**src/rtl/qsc_pkg.sv**
```systemverilog
package qsc_pkg;

  localparam int ALLOW_OFS   = 0;
  localparam int RESET_OFS   = 1;
  localparam int STATUS_BASE = 2;
  localparam int IDX_W       = 8;

  typedef enum logic [1:0] {
    RD_NONE   = 2'd0,
    RD_ALLOW  = 2'd1,
    RD_RESET  = 2'd2,
    RD_STATUS = 2'd3
  } rdSel_e;

  typedef struct packed {
    logic             allowWr;
    logic             resetWr;
    rdSel_e           rdSel;
    logic [IDX_W-1:0] statusIdx;
  } ctrlStrb_t;

endpackage

```
**src/rtl/qsc_reg_decode.sv**
```systemverilog
module qsc_reg_decode
  import qsc_pkg::*;
#(
  parameter int NUM_CLIENTS = 15,
  parameter int AW          = 5
) (
  input  logic          clk,
  input  logic          rstN,
  input  logic          regWrEn,
  input  logic [AW-1:0] regAddr,
  output ctrlStrb_t     strb
);

  localparam int LAST_STATUS = STATUS_BASE + NUM_CLIENTS - 1;

  logic [AW-1:0] statusOfs;
  logic          inStatus;

  assign statusOfs = regAddr - AW'(STATUS_BASE);
  assign inStatus  = (regAddr >= AW'(STATUS_BASE)) && (regAddr <= AW'(LAST_STATUS));

  always_comb begin
    strb           = '0;
    strb.rdSel     = RD_NONE;
    if (regAddr == AW'(ALLOW_OFS)) begin
      strb.allowWr = regWrEn;
      strb.rdSel   = RD_ALLOW;
    end else if (regAddr == AW'(RESET_OFS)) begin
      strb.resetWr = regWrEn;
      strb.rdSel   = RD_RESET;
    end else if (inStatus) begin
      strb.rdSel     = RD_STATUS;
      strb.statusIdx = IDX_W'(statusOfs);
    end
  end

  // at most one register is written per cycle
  assert_one_target_R2: assert property (@(posedge clk) disable iff (!rstN)
    $onehot0({strb.allowWr, strb.resetWr}));

  // a write to a status address produces no write strobe
  assert_status_ro_R9: assert property (@(posedge clk) disable iff (!rstN)
    (regWrEn && inStatus) |-> !(strb.allowWr || strb.resetWr));

endmodule

```
**src/rtl/qsc_outstanding.sv**
```systemverilog
module qsc_outstanding #(
  parameter int CNT_W = 8
) (
  input  logic             clk,
  input  logic             rstN,
  input  logic             issue,
  input  logic             compl,
  output logic [CNT_W-1:0] count
);

  localparam logic [CNT_W-1:0] CNT_MAX = '1;

  always_ff @(posedge clk or negedge rstN) begin
    if (!rstN) begin
      count <= '0;
    end else begin
      unique case ({issue, compl})
        2'b10:   if (count != CNT_MAX) count <= count + 1'b1;
        2'b01:   if (count != '0)      count <= count - 1'b1;
        default: count <= count;
      endcase
    end
  end

  assert_issue_step_R4: assert property (@(posedge clk) disable iff (!rstN)
    (issue && !compl && count != CNT_MAX) |=> (count != '0));

  assert_balanced_hold_R5: assert property (@(posedge clk) disable iff (!rstN)
    (issue == compl) |=> $stable(count));

  assert_no_overflow_R8: assert property (@(posedge clk) disable iff (!rstN)
    (count == CNT_MAX && !compl) |=> (count == CNT_MAX));

  assert_no_underflow_R8: assert property (@(posedge clk) disable iff (!rstN)
    (count == '0 && !issue) |=> (count == '0));

endmodule

```
**src/rtl/qsc_datapath.sv**
```systemverilog
module qsc_datapath
  import qsc_pkg::*;
#(
  parameter int NUM_CLIENTS = 15,
  parameter int CNT_W       = 8,
  parameter int DATA_W      = 32
) (
  input  logic                   clk,
  input  logic                   rstN,
  input  ctrlStrb_t              strb,
  input  logic [DATA_W-1:0]      wrData,
  input  logic [NUM_CLIENTS-1:0] clientReqValid,
  input  logic [NUM_CLIENTS-1:0] fabricReqReady,
  input  logic [NUM_CLIENTS-1:0] complStrobe,
  output logic [NUM_CLIENTS-1:0] fabricReqValid,
  output logic [NUM_CLIENTS-1:0] clientResetN,
  output logic [DATA_W-1:0]      rdData
);

  localparam int SEL_W = (NUM_CLIENTS > 1) ? $clog2(NUM_CLIENTS) : 1;

  logic [NUM_CLIENTS-1:0] allowReg;
  logic [NUM_CLIENTS-1:0] resetReg;
  logic [NUM_CLIENTS-1:0] acceptedIssue;
  logic [CNT_W-1:0]       outCount [NUM_CLIENTS];

  always_ff @(posedge clk or negedge rstN) begin
    if (!rstN) begin
      allowReg <= '1;
      resetReg <= '1;
    end else begin
      if (strb.allowWr) allowReg <= wrData[NUM_CLIENTS-1:0];
      if (strb.resetWr) resetReg <= wrData[NUM_CLIENTS-1:0];
    end
  end

  assign fabricReqValid = clientReqValid & allowReg;
  assign acceptedIssue  = fabricReqValid & fabricReqReady;
  assign clientResetN   = resetReg;

  for (genvar k = 0; k < NUM_CLIENTS; k++) begin : gClient
    qsc_outstanding #(.CNT_W(CNT_W)) i_outstanding (
      .clk   (clk),
      .rstN  (rstN),
      .issue (acceptedIssue[k]),
      .compl (complStrobe[k]),
      .count (outCount[k])
    );
  end

  always_comb begin
    rdData = '0;
    unique case (strb.rdSel)
      RD_ALLOW:  rdData = DATA_W'(allowReg);
      RD_RESET:  rdData = DATA_W'(resetReg);
      RD_STATUS: rdData = DATA_W'(outCount[strb.statusIdx[SEL_W-1:0]]);
      default:   rdData = '0;
    endcase
  end

  assert_gate_after_write_R3: assert property (@(posedge clk) disable iff (!rstN)
    strb.allowWr |=> ((fabricReqValid & ~$past(wrData[NUM_CLIENTS-1:0])) == '0));

  assert_reset_follows_R7: assert property (@(posedge clk) disable iff (!rstN)
    strb.resetWr |=> (clientResetN == $past(wrData[NUM_CLIENTS-1:0])));

  assert_reset_hold_R9: assert property (@(posedge clk) disable iff (!rstN)
    !strb.resetWr |=> $stable(clientResetN));

endmodule

```
**src/rtl/qsc_client_isolator.sv**
```systemverilog
module qsc_client_isolator
  import qsc_pkg::*;
#(
  parameter  int NUM_CLIENTS = 15,
  parameter  int CNT_W       = 8,
  parameter  int DATA_W      = 32,
  localparam int AW          = $clog2(STATUS_BASE + NUM_CLIENTS)
) (
  input  logic                   clk,
  input  logic                   rstN,
  input  logic                   regWrEn,
  input  logic [AW-1:0]          regAddr,
  input  logic [DATA_W-1:0]      regWrData,
  output logic [DATA_W-1:0]      regRdData,
  input  logic [NUM_CLIENTS-1:0] clientReqValid,
  input  logic [NUM_CLIENTS-1:0] fabricReqReady,
  output logic [NUM_CLIENTS-1:0] fabricReqValid,
  input  logic [NUM_CLIENTS-1:0] complStrobe,
  output logic [NUM_CLIENTS-1:0] clientResetN
);

  ctrlStrb_t strb;

  qsc_reg_decode #(.NUM_CLIENTS(NUM_CLIENTS), .AW(AW)) i_decode (
    .clk     (clk),
    .rstN    (rstN),
    .regWrEn (regWrEn),
    .regAddr (regAddr),
    .strb    (strb)
  );

  qsc_datapath #(.NUM_CLIENTS(NUM_CLIENTS), .CNT_W(CNT_W), .DATA_W(DATA_W)) i_datapath (
    .clk            (clk),
    .rstN           (rstN),
    .strb           (strb),
    .wrData         (regWrData),
    .clientReqValid (clientReqValid),
    .fabricReqReady (fabricReqReady),
    .complStrobe    (complStrobe),
    .fabricReqValid (fabricReqValid),
    .clientResetN   (clientResetN),
    .rdData         (regRdData)
  );

endmodule

```
**config.mk**
```make
export PLATFORM = sky130hd
export DESIGN_NAME = qsc_client_isolator
export DESIGN_NICKNAME = d
export VERILOG_FILES = /design/src/rtl/qsc_pkg.sv /design/src/rtl/qsc_reg_decode.sv /design/src/rtl/qsc_outstanding.sv /design/src/rtl/qsc_datapath.sv /design/src/rtl/qsc_client_isolator.sv
export SDC_FILE = /design/constraint.sdc
export NUM_CORES = 1
export LEC_CHECK = 0
export CORE_UTILIZATION = 60
export CTS_CLUSTER_DIAMETER = 100
export CTS_CLUSTER_SIZE = 40
export DETAILED_ROUTE_END_ITERATION = 6
export PLACE_DENSITY = 0.93
export SKIP_LAST_GASP = 1
export SLEW_MARGIN = 5
export SYNTH_ARGS = -nofsm -noshare
export SYNTH_HDL_FRONTEND = slang
export SYNTH_HIERARCHICAL = 1
export SYNTH_SLANG_ARGS = --single-unit
```
**constraint.sdc**
```tcl
create_clock -name clk -period 6.43 [get_ports clk]
set_clock_uncertainty 0.15 [all_clocks]
set_input_delay 0.643 -clock clk [delete_from_list [all_inputs] [get_ports clk]]
set_output_delay 0.643 -clock clk [all_outputs]
set_load 0.03 [all_outputs]
```
==> results.md, run 1 <==
* Area growth syn-to-layout at 14.3%
* Setup Total Neg Slack at 0 ns
* CP Class: input pin to output pin
* Via density at ~7
* Clock Pin Slew Worst Setup and Hold Paths at around 0.060 ns
* Yosys warns at 6
* Post-Synthesis Cells at slightly above 1k
* Routability congestion estimate at 0.968
* Clock power share at about a fifth
* Vias in the first global route at between 9k and 10k
* Port bufs at around 110
* FP Rows at 49
* DP HPWL at 20.5 mm
* CTS buffer count at 17
* Fmax at 183 MHz
* Clk_lat worst skew at about 0.43 ns
* CP arrival at 4.68 ns
* Outcome: complete, but fails checks
* CP required at 5.64 ns
* WL/cell at 21.4 microns
* Chip Height at 140 microns
* Most frequent cells in the layout: 120 x xnor2_1, 120 x dfrtp_1, 111 x clkdlybuf4s50_1
* Final setup fails at 0
* Worst Hold Class: input pin to async pin
* Max-slew headroom at approximately 37%
* Detailed Route Iter0 Violations at ~1.1k
* Logic gate share of total power at between 30 and 40%
* Layout Cells excl Fill at roughly 1.4k
* Total wire length at slightly below 30 mm
* Core area at approximately 18000 sq um
* Nature of the critical path startpoint: input pin
* Die area at between 15000 and 20000 sq um
* Slew Viols, Final at 0
* Die Wd at about 140 microns
* Post-CTS Setup Bufs at 0
* Sw Ratio at a little over two fifths
* Clock Sinks at 150
* # hold bufs at CTS at 0
* DRT Pass-1 Iters at 7
* Htree depth at 4
* DRC at 2
* RSZ-0062 raised after global routing: no
* Sequential power share at 43.7%
* Leakage Power at a little under 5 nW
* Antenna diodes at 0
* Initial Util at 62.1%
* Layout Nets at roughly 1.2k
* Placed insts at between 1k and 1.5k
* DR vias at slightly above 9k
* Resize count post-CTS at 0
* CTS root buf: clkbuf_16
* Syn avg cell area at approximately 11 sq um
* Sw power at about 2.3 mW
* Final hold vios at 0
* Routed Antenna Nets at 0
* Grt ovf at 0
* Tightest Pin Transition at roughly 0.94 ns
* Max cap viols at 0
* CTS tree: done
* Maximum fanout along the worst path at 17
* Period utilisation layout at 85.1%
* Crit. End Element: output pin
* Proportion of layout cells with a drive suffix above 1 at about 25%
* GRT Overall Usage at about 30%
* Final min period at around 5.5 ns
* P per Cell Area at 409 nW/um^2
* Largest net degree at the start of global routing at 79
* Boundary Pins at about 150
* Worst-case vdd ir drop at about 0.00026 V
* Int Power at 3.05 mW
* Failing checks: DRC
* First-pass GRT wire length at between 40 and 50 mm
* CTS Buffer Depth at 2
* Initial antenna violation count at 0
* Synthesized area at approximately 11000 sq um
-- power groups by stage --
stage                     clock, mW  sequential [mW]  combinational, mW
after global routing           1.07             2.38               2.13
after global placement            0             2.23               1.83
after CTS                      1.03             2.28               1.97
after detailed placement          0             2.27               1.94
final                          1.02             2.32               1.98
after floorplan                   0             1.89               1.82
-- layout make-up --
| cell class | instances | area [sq um] |
|---|---|---|
| flip-flops and latches | 150 | 3790 |
| fillers | 1215 | 5300 |
| inverters | 18 | 67.6 |
| clock inverters | 12 | 154 |
| well taps | 229 | 287 |
| repair buffers | 120 | 1180 |
| clock buffers | 20 | 447 |
| multi-input cells | 806 | 7040 |
-- worst paths after layout --
kind | startpoint | to | slack [ns] | cells after the start
max reg2reg | i_datapath/allowReg[4] | i_datapath/gClient[4].i_outstanding/count[4] | 3.59 | 8
max in group asynchronous | rstN | i_datapath/gClient[5].i_outstanding/count[0] | 4.61 | 2
min in group clk | i_datapath/gClient[11].i_outstanding/count[7] | i_datapath/gClient[11].i_outstanding/count[7] | 0.39 | 1
min reg2reg | i_datapath/gClient[11].i_outstanding/count[7] | i_datapath/gClient[11].i_outstanding/count[7] | 0.39 | 1
min | rstN | i_datapath/gClient[0].i_outstanding/count[6] | 0.09 | 1
max | regAddr[1] | regRdData[0] | 0.96 | 10
-- through the flow --
stage	instance area [sq um]	setup slack (ns)	total power [mW]	hold slack, ns	utilization (%)
after floorplan	11400	2.58	3.71	0.197	-
after global placement	12400	1.18	4.07	0.360	67.7
after detailed placement	12400	1.07	4.21	0.367	67.7
after CTS	13000	1.04	5.27	0.122	71.0
after global routing	13000	0.876	5.58	0.133	71.0
final	13000	0.956	5.31	0.0917	71.0
-- registers in the layout, indices dropped and copies added, names as in the netlist --
name,cells
i_datapath/gClient.i_outstanding/count,120
i_datapath/allowReg,15
i_datapath/clientResetN,15
-- critical path: stages --
cell and delay, ns:
clkdlybuf4s50_1 0.64, ha_1 0.21, nor2b_1 0.17, mux2_2 0.18, a32o_1 0.79, nor2b_1 0.47, nand2_1 0.10, o211a_1 0.17
o311ai_1 0.52, clkdlybuf4s50_1 0.78
-- routing by layer --
metal / up-vias / wire (microns) / global-route usage [%]
li1: 4093 / - / -
met1: 4614 / 11400 / 37.6
met2: 541 / 14200 / 51.3
met3: 108 / 2510 / 7.47
met4: 0 / 1030 / 14.3
met5: - / 0 / 0
Power figures use the tool's default switching activity.
==> run 2: changes to the inputs <==
--- a/config.mk
+++ b/config.mk
@@ -5,6 +5,7 @@
 export SDC_FILE = /design/constraint.sdc
 export NUM_CORES = 1
 export LEC_CHECK = 0
+export CAP_MARGIN = 0
 export CORE_UTILIZATION = 60
 export CTS_CLUSTER_DIAMETER = 100
 export CTS_CLUSTER_SIZE = 40
==> results of run 2 <==
Same layout as run 1: the final DEF is identical, and so are final timing and power.
==> run 3: changes to the inputs <==
--- a/config.mk
+++ b/config.mk
@@ -6,10 +6,12 @@
 export NUM_CORES = 1
 export LEC_CHECK = 0
 export CAP_MARGIN = 0
+export CORE_MARGIN = 2
 export CORE_UTILIZATION = 60
 export CTS_CLUSTER_DIAMETER = 100
 export CTS_CLUSTER_SIZE = 40
 export DETAILED_ROUTE_END_ITERATION = 6
+export GPL_ROUTABILITY_DRIVEN = 1
 export PLACE_DENSITY = 0.93
 export SKIP_LAST_GASP = 1
 export SLEW_MARGIN = 5
==> run 3 against run 2 <==
The run now ends clean; non-clock buffer count rose by 1; worst hold slack got worse by 0.049 ns; utilization fell by 1.4 points; sequential share of layout area barely moved; clock-buffer cell count rose by 1; cell area barely moved; setup slack improved by 0.12 ns; sequential power barely moved; maximum frequency rose by 2.3%; first-iteration DRC count fell by 33%; sequential cell count did not move; wire length fell by 2.6%.
==> results.md, run 3 (same netlist as run 1, synthesis figures left out) <==
* Logic gate share of total power at 37.2%
* Max-slew headroom at 28.4%
* Worst Hold Class: input pin to async pin
* Port bufs at between 100 and 150
* Boundary Pins at approximately 150
* Most frequent cells in the layout: 120 x xnor2_1, 120 x dfrtp_1, 111 x clkdlybuf4s50_1
* Grt met3 use at under 10%
* Most Crowded Layer GR: met2
* DR vias at 9251
* Placed insts at 1329
* Tightest Pin Transition at approximately 1.1 ns
* CTS root buf: clkbuf_16
* RSZ-0062 raised after global routing: no
* Vias in the first global route at just under 9k
* Max cap viols at 0
* Outcome: complete, no violations
* DRT Pass-1 Iters at 5
* Layout Nets at approximately 1.2k
* Sw Ratio at 42.7%
* DP HPWL at 20.2 mm
* Total wire length at ~28 mm
* CP Class: input pin to output pin
* Resize count post-CTS at 0
* Die area at about 20000 sq um
* P per Cell Area at between 400 and 500 nW/um^2
* Setup Total Neg Slack at 0 ns
* Int Power at 3.02 mW
* GRT Overall Usage at 28.6%
* Via density at between 6 and 7
* Grt ovf at 0
* Core area at 18600 sq um
* Die Wd at approximately 140 microns
* First-pass GRT wire length at around 46 mm
* Initial antenna violation count at 0
* Fill cell count at 1289
* Htree depth at 4
* Final Util at between 60% and 70%
* Initial Util at approximately three fifths
* Final min period at roughly 5.4 ns
* Post-CTS Setup Bufs at 0
* Met2 Resource Use GR at roughly 48%
* Worst-case vdd ir drop at roughly 0.00025 V
* Proportion of layout cells with a drive suffix above 1 at between 20% and 30%
* Grt met1 use at a little over a third
* CTS tree: done
* Routed Antenna Nets at 0
* Maximum fanout along the worst path at 18
* Fmax at about 190 MHz
* Clk_lat worst skew at approximately 0.43 ns
* Crit. End Element: output pin
* Chip Height at roughly 140 microns
* Layout Cells excl Fill at 1361
* Area growth syn-to-layout at 14.3%
* CTS Buffer Depth at 2
* CP required at between 5 and 6 ns
* Antenna diodes at 0
* Leakage Power at approximately 4.9 nW
* Sequential power share at between 40% and 50%
* Nature of the critical path startpoint: input pin
* DRC at 0
* Final setup fails at 0
* Clock power share at a little under a fifth
* FP Rows at 50
* Slew Viols, Final at 0
* Clock Pin Slew Worst Setup and Hold Paths at ~0.060 ns
* Period utilisation layout at 83.2%
* Detailed Route Iter0 Violations at 729
* Max reg flops at 120
* Clock Sinks at 150
* CTS buffer count at 17
* Final total power at 5.26 mW
* Sw power at about 2.2 mW
* Final hold vios at 0
* Largest net degree at the start of global routing at 85
* Top reg by flops: i_datapath/gClient.i_outstanding/count
* # hold bufs at CTS at 0
* CP arrival at approximately 4.6 ns
* WL/cell at 20.8 microns
* Routability congestion estimate at around 0.93
-- run 3: power by group through the flow --
stage / sequential [mW] / clock (mW) / combinational (mW)
2_1_floorplan: 1.89 / 0 / 1.82
6_report: 2.30 / 1.00 / 1.96
3_3_place_gp: 2.23 / 0 / 1.84
4_1_cts: 2.27 / 1.01 / 1.95
5_1_grt: 2.36 / 1.05 / 2.13
3_5_place_dp: 2.27 / 0 / 1.93
-- run 3: area by class of cell --
class,instances,area [sq um],area share (%)
inverters,18,67.6,0.521
flip-flops and latches,150,3790,29.2
clock inverters,11,125,0.965
clock buffers,21,460,3.55
multi-input cells,806,7040,54.3
well taps,234,293,2.26
repair buffers,121,1190,9.18
-- run 3: final timing paths --
kind	start	endpoint	slack [ns]	depth (start not counted)
worst max-delay path	regAddr[1]	regRdData[2]	1.08	10
worst min-delay path	rstN	i_datapath/gClient[0].i_outstanding/count[1]	0.04	1
worst max register to register	i_datapath/allowReg[4]	i_datapath/gClient[4].i_outstanding/count[4]	3.63	8
worst min register to register	i_datapath/gClient[2].i_outstanding/count[5]	i_datapath/gClient[2].i_outstanding/count[5]	0.38	1
max in group asynchronous	rstN	i_datapath/gClient[5].i_outstanding/count[0]	4.58	2
min in group clk	i_datapath/gClient[2].i_outstanding/count[5]	i_datapath/gClient[2].i_outstanding/count[5]	0.38	1
-- run 3: routing by layer --
metal  wire length, microns  vias to the layer above
met4                    963                        0
met5                      0                        -
met3                   2280                       86
li1                       -                     4095
met2                  13700                      482
met1                  11400                     4588
-- run 3: metrics by stage --
stage	hold slack [ns]	instance area, sq um	worst slack [ns]
final	0.0429	13000	1.08
after global routing	0.0902	13000	0.979
after CTS	0.0739	13000	1.11
after detailed placement	0.370	12400	1.12
after global placement	0.360	12400	1.16
after floorplan	0.197	11400	2.58
-- run 3: worst max-delay path: stages --
cell and delay [ns]:
clkdlybuf4s50_1 0.64, ha_1 0.21, nor2b_1 0.19, mux2_2 0.19
a32o_1 0.73, nor2b_1 0.46, nand2_1 0.11, o211a_1 0.18
o311ai_1 0.43, clkdlybuf4s50_1 0.76
